==> src/rtl/cam_pkg.sv <==
// Shared types for the content-addressable memory.
// Assumes nothing beyond IEEE 1800-2017.
package cam_pkg;
    // Source of the registered data output for one cycle.
    typedef enum logic [1:0] {
        DSRC_HOLD  = 2'd0,
        DSRC_ADDR  = 2'd1,
        DSRC_MATCH = 2'd2
    } dout_src_e;
endpackage

==> src/rtl/cam_entry.sv <==
// One stored word with its valid bit, its exact comparator and its
// registered match line. Assumes a write and a search in the same cycle
// compare against the value held before the write.
module cam_entry #(
    parameter int WIDTH = 16
) (
    input  logic             clk,
    input  logic             rst_n,
    input  logic             wr_sel,
    input  logic [WIDTH-1:0] din,
    input  logic             srch_en,
    output logic [WIDTH-1:0] data_q,
    output logic             valid_q,
    output logic             match_now,
    output logic             match_q
);
    // Exact compare, gated by the valid bit.
    always_comb begin
        match_now = valid_q && (data_q == din);
    end

    // Storage and valid bit update on a selected write.
    always_ff @(posedge clk) begin
        if (!rst_n) begin
            data_q  <= '0;
            valid_q <= 1'b0;
        end else if (wr_sel) begin
            data_q  <= din;
            valid_q <= 1'b1;
        end
    end

    // Match line captured on a search, held otherwise.
    always_ff @(posedge clk) begin
        if (!rst_n) begin
            match_q <= 1'b0;
        end else if (srch_en) begin
            match_q <= match_now;
        end
    end

    p_invalid_never_hits_r3: assert property (@(posedge clk) disable iff (!rst_n)
        (srch_en && !valid_q) |=> !match_q);

    p_write_lands_r1: assert property (@(posedge clk) disable iff (!rst_n)
        wr_sel |=> (valid_q && data_q == $past(din)));

    p_match_holds_r4: assert property (@(posedge clk) disable iff (!rst_n)
        !srch_en |=> $stable(match_q));
endmodule

==> src/rtl/cam_prio_enc.sv <==
// Lowest-index priority encoder over a request vector.
// Assumes WIDTH_IDX is wide enough to hold N-1.
module cam_prio_enc #(
    parameter int N         = 8,
    parameter int WIDTH_IDX = 3
) (
    input  logic [N-1:0]         req,
    output logic [WIDTH_IDX-1:0] idx,
    output logic                 found
);
    // Scan from the top so the lowest set bit wins.
    always_comb begin
        idx   = '0;
        found = 1'b0;
        for (int i = N - 1; i >= 0; i--) begin
            if (req[i]) begin
                idx   = WIDTH_IDX'(i);
                found = 1'b1;
            end
        end
    end
endmodule

==> src/rtl/cam_array.sv <==
// Content-addressable memory: addressed write and read, a parallel exact
// search with registered match lines, a miss flag, the lowest hit index,
// and an optional read-back of the matched word. Assumes WORDS >= 2.
module cam_array
    import cam_pkg::*;
#(
    parameter int WORDS = 8,
    parameter int WIDTH = 16
) (
    input  logic                     clk,
    input  logic                     rst_n,
    input  logic [WIDTH-1:0]         din,
    input  logic                     wr_en,
    input  logic [$clog2(WORDS)-1:0] wr_addr,
    input  logic                     rd_en,
    input  logic [$clog2(WORDS)-1:0] rd_addr,
    input  logic                     srch_en,
    input  logic                     match_rd,
    output logic [WIDTH-1:0]         dout,
    output logic [WORDS-1:0]         match_vec,
    output logic                     miss,
    output logic [$clog2(WORDS)-1:0] hit_idx
);
    localparam int AW = $clog2(WORDS);

    logic [WIDTH-1:0] word_arr [WORDS];
    logic [WORDS-1:0] valid_vec;
    logic [WORDS-1:0] hit_now;
    logic [AW-1:0]    hit_now_idx;
    logic             hit_now_any;
    logic [WIDTH-1:0] dout_q;
    logic             miss_q;
    logic [AW-1:0]    idx_q;
    dout_src_e        src;

    // One slice per stored word.
    for (genvar g = 0; g < WORDS; g++) begin : g_entry
        cam_entry #(.WIDTH(WIDTH)) u_entry (
            .clk       (clk),
            .rst_n     (rst_n),
            .wr_sel    (wr_en && (wr_addr == AW'(g))),
            .din       (din),
            .srch_en   (srch_en),
            .data_q    (word_arr[g]),
            .valid_q   (valid_vec[g]),
            .match_now (hit_now[g]),
            .match_q   (match_vec[g])
        );
    end

    cam_prio_enc #(.N(WORDS), .WIDTH_IDX(AW)) u_prio (
        .req   (hit_now),
        .idx   (hit_now_idx),
        .found (hit_now_any)
    );

    // Choose what drives the data output register this cycle.
    always_comb begin
        if (srch_en && match_rd) src = DSRC_MATCH;
        else if (rd_en)          src = DSRC_ADDR;
        else                     src = DSRC_HOLD;
    end

    // Data output register.
    always_ff @(posedge clk) begin
        if (!rst_n) begin
            dout_q <= '0;
        end else begin
            case (src)
                DSRC_MATCH: dout_q <= hit_now_any ? word_arr[hit_now_idx] : '0;
                DSRC_ADDR:  dout_q <= word_arr[rd_addr];
                default:    dout_q <= dout_q;
            endcase
        end
    end

    // Miss flag and hit index, captured with the match lines.
    always_ff @(posedge clk) begin
        if (!rst_n) begin
            miss_q <= 1'b1;
            idx_q  <= '0;
        end else if (srch_en) begin
            miss_q <= !hit_now_any;
            idx_q  <= hit_now_idx;
        end
    end

    assign dout    = dout_q;
    assign miss    = miss_q;
    assign hit_idx = idx_q;

    // Mask of positions below the reported index, for the priority check.
    logic [WORDS-1:0] below_mask;
    always_comb begin
        for (int i = 0; i < WORDS; i++) below_mask[i] = (AW'(i) < idx_q);
    end

    p_miss_is_nor_r5: assert property (@(posedge clk) disable iff (!rst_n)
        miss_q == (match_vec == '0));

    p_idx_lowest_r6: assert property (@(posedge clk) disable iff (!rst_n)
        !miss_q |-> (match_vec[idx_q] && ((match_vec & below_mask) == '0)));

    p_idx_zero_on_miss_r6: assert property (@(posedge clk) disable iff (!rst_n)
        miss_q |-> (idx_q == '0));

    p_readback_key_r7: assert property (@(posedge clk) disable iff (!rst_n)
        (srch_en && match_rd) |=> (dout_q == (miss_q ? '0 : $past(din))));
endmodule

==> config.mk <==
export PLATFORM = sky130hd
export DESIGN_NAME = cam_array
export DESIGN_NICKNAME = d
export VERILOG_FILES = /design/src/rtl/cam_pkg.sv /design/src/rtl/cam_entry.sv /design/src/rtl/cam_prio_enc.sv /design/src/rtl/cam_array.sv
export SDC_FILE = /design/constraint.sdc
export NUM_CORES = 1
export LEC_CHECK = 0
export ABC_AREA = 1
export CORE_AREA = 4 4 172 174
export DETAILED_ROUTE_END_ITERATION = 8
export DIE_AREA = 0 0 176 178
export GPL_TIMING_DRIVEN = 1
export SLEW_MARGIN = 40
export SYNTH_ARGS = -nofsm -noshare
export SYNTH_HDL_FRONTEND = slang
export SYNTH_SLANG_ARGS = --single-unit
==> constraint.sdc <==
create_clock -name clk -period 5.05 [get_ports clk]
set_input_delay 0.7575 -clock clk [delete_from_list [all_inputs] [get_ports clk]]
set_output_delay 0.7575 -clock clk [all_outputs]
set_load 0.02 [all_outputs]
Word level (Yosys, flattened, before mapping):

Index checks and enable logic that the tools add are counted.

* bits in registers: 164
* input bits: 28

* order comparisons: 2
* equal/unequal tests: 17
* mux-type cells: 26
* bitwise gates (word level): 2
* reduce and logical (&&, ||, !) cells: 20

Operator list (number)
* $eq 16x16->1: 8
* $bmux 16 s3: 2
* $mux 16: 5
* $pmux 16 s2: 1
* $mux 3: 8
* $logic_and 1x1->1: 17
* $eq 3x3->1 const B: 4
* $mux 1: 9
* $ge 4x4->1 const B: 2
* $not 3->4: 2
* $eq 3x2->1 const B: 2
* $eq 3x1->1 const B: 1
* $logic_not 3->1: 1
* $eq 2x1->1 const B: 1
* $eq 2x2->1 const B: 1
* $mux 2: 1
* $reduce_bool 2->1: 1
* $logic_not 1->1: 1

Depth between registers and ports, before layout:

Gate-level depths: netlist of run 1.

* word-level depth: 16
* mapped depth: 23

By module:

A second synthesis of run 1 with hierarchy kept.

* cells, all modules: 2159
* area total of the unflattened synthesis: 12152.9 µm²

By module, submodules not included
* cam_entry: instances 8, cells each 167, area each 1024.7 µm²
* cam_array: instances 1, cells each 801, area each 3856.2 µm²
* cam_prio_enc: instances 1, cells each 22, area each 98.8 µm²

Worst setup path before layout of run 1:

Ideal clock, no wire load.

* path kind: input to register
* start: input din[3]
* end: register dout_q[10] (netlist: dout[10])
* setup time: 0.119 ns
* arrival: 2.490 ns
* required time: 4.931 ns
* path slack: 2.441 ns
* stages: 13
* cells stage by stage: buf_2 inv_2 buf_2 o211ai_1 nor4_1 nand3_1 nand2_1 inv_2 a21oi_4 clkbuf_1 nand3_1 nand3_1 a21oi_1

* cells in the longest elaborated chain, start to end: 16

RTL lines
* from (decl): RTL line cam_array.sv:12 `input logic [WIDTH-1:0] din,`
* $eq 16x16->1: RTL line cam_entry.sv:19 `match_now = valid_q && (data_q == din);`
* $logic_and 1x1->1: RTL line cam_entry.sv:19
* $mux 3 (8 in series): RTL line cam_prio_enc.sv:16 `if (req[i]) begin`
* $not 3->4 (not written as such): RTL line cam_array.sv:70 `DSRC_MATCH: dout_q <= hit_now_any ? word_arr[hit_now_idx] : '0;`
* $bmux 16 s3: RTL line cam_array.sv:70
* $mux 16 (not written as such) (2 in series): RTL line cam_array.sv:70
* $mux 16 *: RTL line cam_array.sv:70
* $pmux 16 s2 *: RTL line cam_array.sv:69 `case (src)`
* to (signal assigned): RTL line cam_array.sv:70
* to (signal assigned): RTL line cam_array.sv:71 `DSRC_ADDR: dout_q <= word_arr[rd_addr];`
* to (signal assigned): RTL line cam_array.sv:72 `default: dout_q <= dout_q;`
* to (decl): RTL line cam_array.sv:31 `logic [WIDTH-1:0] dout_q;`

Mark *: on every way between the ends. The rest lies on a longest branch, timed or not. The select of a mux whose other input is x is not followed.
A chain may end at the register's enable or synchronous reset.

Worst setup path in the final report of run 1:

* start: input din[6]
* end: register dout_q[9] (netlist: dout[9])

Same word-level chain as after synthesis.

==> results of run 1 <==
==> cells in the final DEF (no fill, tap or decap), types with 8 or more instances in the layout <==
cell	synthesis	final
nand2_1	342	341
o21ai_0	239	239
a21oi_1	231	230
inv_1	204	204
nand3_1	202	202
dfxtp_1	164	164
nor2_1	134	126
clkdlybuf4s50_1	0	51
buf_4	17	41
nand4_1	27	27
xor2_1	24	24
nor3_1	20	20
clkbuf_16	0	17
inv_2	16	16
o221ai_1	16	16
xnor2_1	14	14
o22ai_1	10	10
nor2_2	0	8
==> through the flow <==
| step | setup slack [ps] | hold slack (ps) | power, µW |
|---|---|---|---|
| 2_1_floorplan | 2440 | 440 | 1760 |
| 3_3_place_gp | 474 | 455 | 2000 |
| 3_5_place_dp | 550 | 461 | 2000 |
| 4_1_cts | 971 | 476 | 3310 |
| 5_1_grt | 687 | 508 | 3420 |
| 6_report | 906 | 472 | 3310 |
==> cells by family after synthesis <==
kind of cell    share of synthesized area, %
compound gates                          24.5
xor+xnor                                3.00
buf+inv                                 13.5
flops                                   29.6
simple gates                            29.4
==> cell type report <==
class                      count  area [µm²]  share of cell area [%]
clock buffer                  22         474                    3.83
sequential                   164        3280                    26.5
tap                          378         473                    3.82
multi-input combinational   1305        6340                    51.2
timing repair buffer          98         895                    7.22
clock inverter                10        98.8                   0.798
inverter                     220         826                    6.66
==> sequential cells by signal (all words and copies together), names as in the netlist <==
register / count
g_entry.u_entry.data_q: 128
dout: 16
g_entry.u_entry.match_q: 8
g_entry.u_entry.valid_q: 8
hit_idx: 3
miss: 1
==> worst min-delay path, delay by kind of cell (launching register included) <==
| family | cells | cell delay (ps) |
|---|---|---|
| flip-flops | 1 | 330 |
| AND/OR/NAND/NOR | 2 | 120 |
==> power groups by stage <==
stage / Combinational [µW] / Clock, µW / Sequential (µW)
floorplan: 343 / 0 / 1420
global placement: 570 / 0 / 1430
detailed placement: 571 / 0 / 1430
CTS: 574 / 1330 / 1400
global route: 631 / 1380 / 1400
finish: 588 / 1320 / 1400
==> final timing paths <==
check | depth (start not counted) | endpoint | startpoint | slack (ps)
worst max register to register | 14 | dout[9]$_SDFFE_PN0P_ | g_entry[5].u_entry.data_q[2]$_SDFFE_PN0P_ | 1970
worst max-delay path | 16 | dout[9]$_SDFFE_PN0P_ | din[6] | 910
worst min-delay path | 2 | g_entry[1].u_entry.valid_q$_SDFFE_PN0P_ | g_entry[1].u_entry.valid_q$_SDFFE_PN0P_ | 470
worst min register to register | 2 | g_entry[1].u_entry.valid_q$_SDFFE_PN0P_ | g_entry[1].u_entry.valid_q$_SDFFE_PN0P_ | 470
==> metal layers <==
layer / wire, µm / track usage, % / share of wire (%)
met5: 10 / 0 / 0.018
met4: 2190 / 12.6 / 4.1
met3: 5120 / 5.77 / 9.5
met2: 23500 / 52.6 / 43
met1: 23300 / 47.6 / 43
==> run metrics, run 1 <==
placed cell count=2165; I/O Pins=56; Slew Limit Fails=0; Slowest-stage cell, CP=clkdlybuf4s50_1; worst min path class=flop to flop; Post-DP Area=0.0118 mm²; worst skew pair latency=450 ps; DRT Wirelength=54.1 mm; number of global-route vias before repair=11500; Synth Flop Type=dfxtp_1; post-synth design cell area=0.0111 mm²; initial antenna violation count=1; CP Capture Type=flop; row count=61; CP peak stage delay=630 ps; CTS Hold Bufs=0; Pint=2240 µW; n_diodes=0; period utilisation layout=82.1%; Post-synth EDFFs=0; DPL Wire Length=40.3 mm; Syn Nets=1855; asr flop ratio synth=0%; CTS tree=yes; Final Hold Vio Count=0; Slew @ Worst Pin=879 ps; Clock Tree Root=clkbuf_16; fin util=44.6%; Seq/Total Area, Yosys=29.6%; clock-pin slew on the worst setup and hold paths=70 ps; P&R area growth vs syn=11.8%; relative slew slack=41.3%; CTS Buf Count=17; starting density of the core=39.9%; Pwr Density=267 mW/mm²; quantity of gates resized following cts=0; status=finished, final reports clean; Setup Fix Bufs, Post-CTS=0; RSZ-0062 raised after global routing=false; Synth area leader=dfxtp_1; sw power=1070 µW; H-tree depth=4; CP Max Fanout=30; Sequential Power Share=42.3%; crit-path most repeated cell=nand3_1; Post-Route Setup TNS=0 ps; Chip Height=178 µm; initial drt markers=2028; Die Width=176 µm; Syn Inst Count=1827; Placeable Area=0.0278 mm²; leakage=0.00517 µW; share of Yosys cell area claimed by the top area cell type=29.6%; Post-synth top cells=342 x nand2_1, 239 x o21ai_0, 231 x a21oi_1; nature of the critical path startpoint=input port; yosys synthesis warning count=0; Synth Register Bits=164; final worst path period need=4140 ps; Yosys cell types=35; share of cells above drive strength 1=6.05%; DR WL/cell=24.6 µm; WP data arrival=4520 ps; CP Buf/Inv Count=3; critical path required time=5430 ps; Setup violations, final=0; Max rail drop VDD=0.207 mV; Via density=5.84; maximum clock path buffer count=2; crit path cell chain=clkdlybuf4s50_1 -> inv_1 -> nand2_1 -> o21ai_0 -> nor2_1 -> nand2_1 -> nor2_1 -> nand3_1 -> nand2_1 -> nor2_1 -> nor3_4 -> inv_2 -> nand3_1 -> nand3_1 -> nand3_1 -> a21oi_1; f_max=241 MHz; Vias=12800; Tot GR Track Use=34.0%; Worst Skew=15.8 ps; count leader, synth=nand2_1; PortBufs=55; crit-path leading delay family=buffers and inverters; Pre-antenna DRT Iters=7; clock power share=40.0%; non-filler cells in the finished layout=2197; post-route ant nets=0; Placer Congestion=1.11; Net Sw Frac=32.3%; CTS Sinks=164; DRC=0; Die Area=0.0313 mm²; FILL cells=3090; Avg Inst Size Synth=6.07 µm²; Remaining Overflow, GRT=0; global-route wire length before repair=78.1 mm; nets@finish=1834; Gate power share=17.8%; final instance area=0.0124 mm²; max cap viols=0; CP Class=input port to flop; synth top area cells=dfxtp_1 30%, nand2_1 12%, o21ai_0 11%; largest net degree at the start of global routing=110
Power figures use the tool's default switching activity.
==> run 2: changes to the inputs <==
Clock period 5.05 ns to 4.2 ns, I/O delays scaled along.
==> run 2 against run 1 <==
  * Non-clock buffer count up 14
  * Highest routed layer is now met4
  * Critical endpoint is now dout[7]$_SDFFE_PN0P_
  * Sequential power up 21%
  * Worst hold slack better by 5.3 ps
  * Via count up 1.4%
==> run metrics, run 2 (synthesis gave the netlist of run 1 again) <==
r2r worst-path depth=15 (was 14); DRT Wirelength=56.1 mm (was 54.1 mm); max FFs per register=128 (unchanged); Chip Height=178 µm (unchanged); Remaining Overflow, GRT=0 (unchanged); Tot GR Track Use=35.3% (was 34.0%); Placer Congestion=1.03 (was 1.11); hold path cells=2 (unchanged); Worst Skew=18.9 ps (was 15.8 ps); Final Hold Vio Count=0 (unchanged); Via density=5.89 (was 5.84); Pre-antenna DRT Iters=7 (unchanged); worst hold start=miss$_SDFFE_PN1P_ (was g_entry[1].u_entry.valid_q$_SDFFE_PN0P_); Setup Fix Bufs, Post-CTS=0 (unchanged); Max rail drop VDD=0.251 mV (was 0.207 mV); crit path cell chain=clkdlybuf4s50_1 -> xor2_1 -> nor3_1 -> nand3_1 -> nand2_1 -> nor2_1 -> nor3_4 -> buf_4 -> nand3_1 -> nand3_1 -> nand3_1 -> a21oi_1 (was clkdlybuf4s50_1 -> inv_1 -> nand2_1 -> o21ai_0 -> nor2_1 -> nand2_1 -> nor2_1 -> nand3_1 -> nand2_1 -> nor2_1 -> nor3_4 -> inv_2 -> nand3_1 -> nand3_1 -> nand3_1 -> a21oi_1); crit-path leading delay family=simple AND/OR/NAND/NOR gates (was buffers and inverters); initial drt markers=1904 (was 2028); Vias=13000 (was 12800); I/O Pins=56 (unchanged); Setup violations, final=0 (unchanged); Placeable Area=0.0278 mm² (unchanged); worst skew pair latency=460 ps (was 450 ps); nature of the critical path startpoint=input port (unchanged); f_max=287 MHz; critical path required time=4580 ps (was 5430 ps); final worst path period need=3480 ps; CP Max Fanout=16 (was 30); CTS Hold Bufs=0 (unchanged); initial antenna violation count=0 (was 1); placed cell count=2178 (was 2165); Die Area=0.0313 mm² (unchanged); H-tree depth=4 (unchanged); P&R area growth vs syn=13.4% (was 11.8%); R2R Setup Slk=1270 ps (was 1970 ps); period utilisation layout=83.0%; CP Capture Type=flop (unchanged); CP Buf/Inv Count=2 (was 3); share of cells above drive strength 1=6.71% (was 6.05%); clock-pin slew on the worst setup and hold paths=70 ps (about the same); Slew @ Worst Pin=822 ps (was 879 ps); most frequent cells in the layout=341 x nand2_1, 239 x o21ai_0, 230 x a21oi_1 (unchanged); relative slew slack=45.1% (was 41.3%); Hold Crit Endpoint=miss$_SDFFE_PN1P_ (was g_entry[1].u_entry.valid_q$_SDFFE_PN0P_); largest net degree at the start of global routing=129 (was 110); DPL Wire Length=42.3 mm (was 40.3 mm); post-route ant nets=0 (unchanged); non-filler cells in the finished layout=2211 (was 2197); reg2reg end=dout[7]$_SDFFE_PN0P_ (was dout[9]$_SDFFE_PN0P_); Pwr Density=315 mW/mm² (was 267 mW/mm²); CP peak stage delay=850 ps (was 630 ps); R2R Path Start=g_entry[4].u_entry.data_q[0]$_SDFFE_PN0P_ (was g_entry[5].u_entry.data_q[2]$_SDFFE_PN0P_); CTS Sinks=164 (unchanged); global-route wire length before repair=80.8 mm (was 78.1 mm); worst min path class=flop to flop (unchanged); row count=61 (unchanged); Slowest-stage cell, CP=clkdlybuf4s50_1 (unchanged); nets@finish=1848 (was 1834); RSZ-0062 raised after global routing=false (unchanged); PortBufs=55 (unchanged); Largest Register=g_entry.u_entry.data_q (unchanged); number of global-route vias before repair=11700 (was 11500); FILL cells=3082 (was 3090); CP Class=input port to flop (unchanged); DR WL/cell=25.4 µm (was 24.6 µm); maximum clock path buffer count=2 (unchanged); max cap viols=0 (unchanged); n_diodes=0 (unchanged); Clock Tree Root=clkbuf_16 (unchanged); quantity of gates resized following cts=0 (unchanged); crit-path most repeated cell=nand3_1 (unchanged); DRC=0 (unchanged); leakage=0.00526 µW (was 0.00517 µW); CTS Buf Count=17 (unchanged); starting density of the core=39.9% (unchanged); Die Width=176 µm (unchanged); status=finished, final reports clean (unchanged); CTS tree=yes (unchanged); Post-Route Setup TNS=0 ps (unchanged); commonest non-fill, non-tap cell in the layout=nand2_1 (unchanged); Slew Limit Fails=0 (unchanged); WP data arrival=3870 ps (was 4520 ps)
[run 2: cell count changes in the layout (fill, tap and decap cells not counted), sizes merged]
| cell | change |
|---|---|
| clkinvlp | -1 |
| bufinv | -1 |
| inv | +3 |
| clkinv | +1 |
| clkbuf | -2 |
| buf | +13 |
| clkdlybuf4s50 | +1 |
[run 2: per-stage QoR]
step | util [%] | total power, µW | worst slack [ps] | instance area, µm² | hold WS [ps]
2_1_floorplan | - | 2110 | 1720 | 11100 | 440
3_3_place_gp | 42.9 | 2420 | 349 | 11900 | 453
3_5_place_dp | 43.2 | 2420 | 386 | 12000 | 461
4_1_cts | 45.1 | 3950 | 839 | 12500 | 479
5_1_grt | 45.2 | 4090 | 678 | 12600 | 503
6_report | 45.2 | 3960 | 716 | 12600 | 478
[run 2: metal layers]
layer	global-route usage [%]	up-vias	routed length, µm
li1	-	6048	-
met1	49.0	6100	23800
met2	54.8	758	24700
met3	7.29	110	5590
met4	12.3	0	2010
met5	0	-	0
[run 2: worst max path at each step]
stage          startpoint               endpoint  slack (ps)  cells past startpoint
6_report           din[2]   dout[7]$_SDFFE_PN0P_         720                     12
3_5_place_dp       din[2]   dout[7]$_SDFFE_PN0P_         390                     12
2_1_floorplan      din[3]  dout[10]$_SDFFE_PN0P_        1720                     13
5_1_grt            din[2]   dout[7]$_SDFFE_PN0P_         680                     12
4_1_cts            din[2]   dout[7]$_SDFFE_PN0P_         840                     12
3_3_place_gp       din[2]   dout[7]$_SDFFE_PN0P_         350                     12
[run 2: final cells by class]
cell class                      instances  area [µm²]  area share (%)
Multi-Input combinational cell       1305        6350            50.5
Sequential cell                       164        3280            26.1
Timing Repair Buffer                  112        1100            8.74
Inverter                              220         826            6.57
Tap cell                              378         473            3.76
Clock buffer                           20         447            3.55
Clock inverter                         12        96.3           0.766
[run 2: where the power goes]
part | internal, µW | total [µW] | leakage (µW) | switching (µW)
logic | 224 | 728 | 0.00367 | 504
clock network | 784 | 1550 | 0.000254 | 765
registers | 1620 | 1690 | 0.00134 | 69.9
total | 2620 | 3960 | 0.00526 | 1340
[run 2: worst register-to-register path: stages (launching register included)]
cell	delay, ps
dfxtp_1	390
inv_1	130
nand2_1	100
nand2_1	50
nor3_1	430
nand4_1	150
nor2_1	120
nand3_1	220
nand2_1	130
nor2_1	100
nor3_4	250
buf_4	300
nand3_1	190
nand3_1	120
nand3_1	80
a21oi_1	120
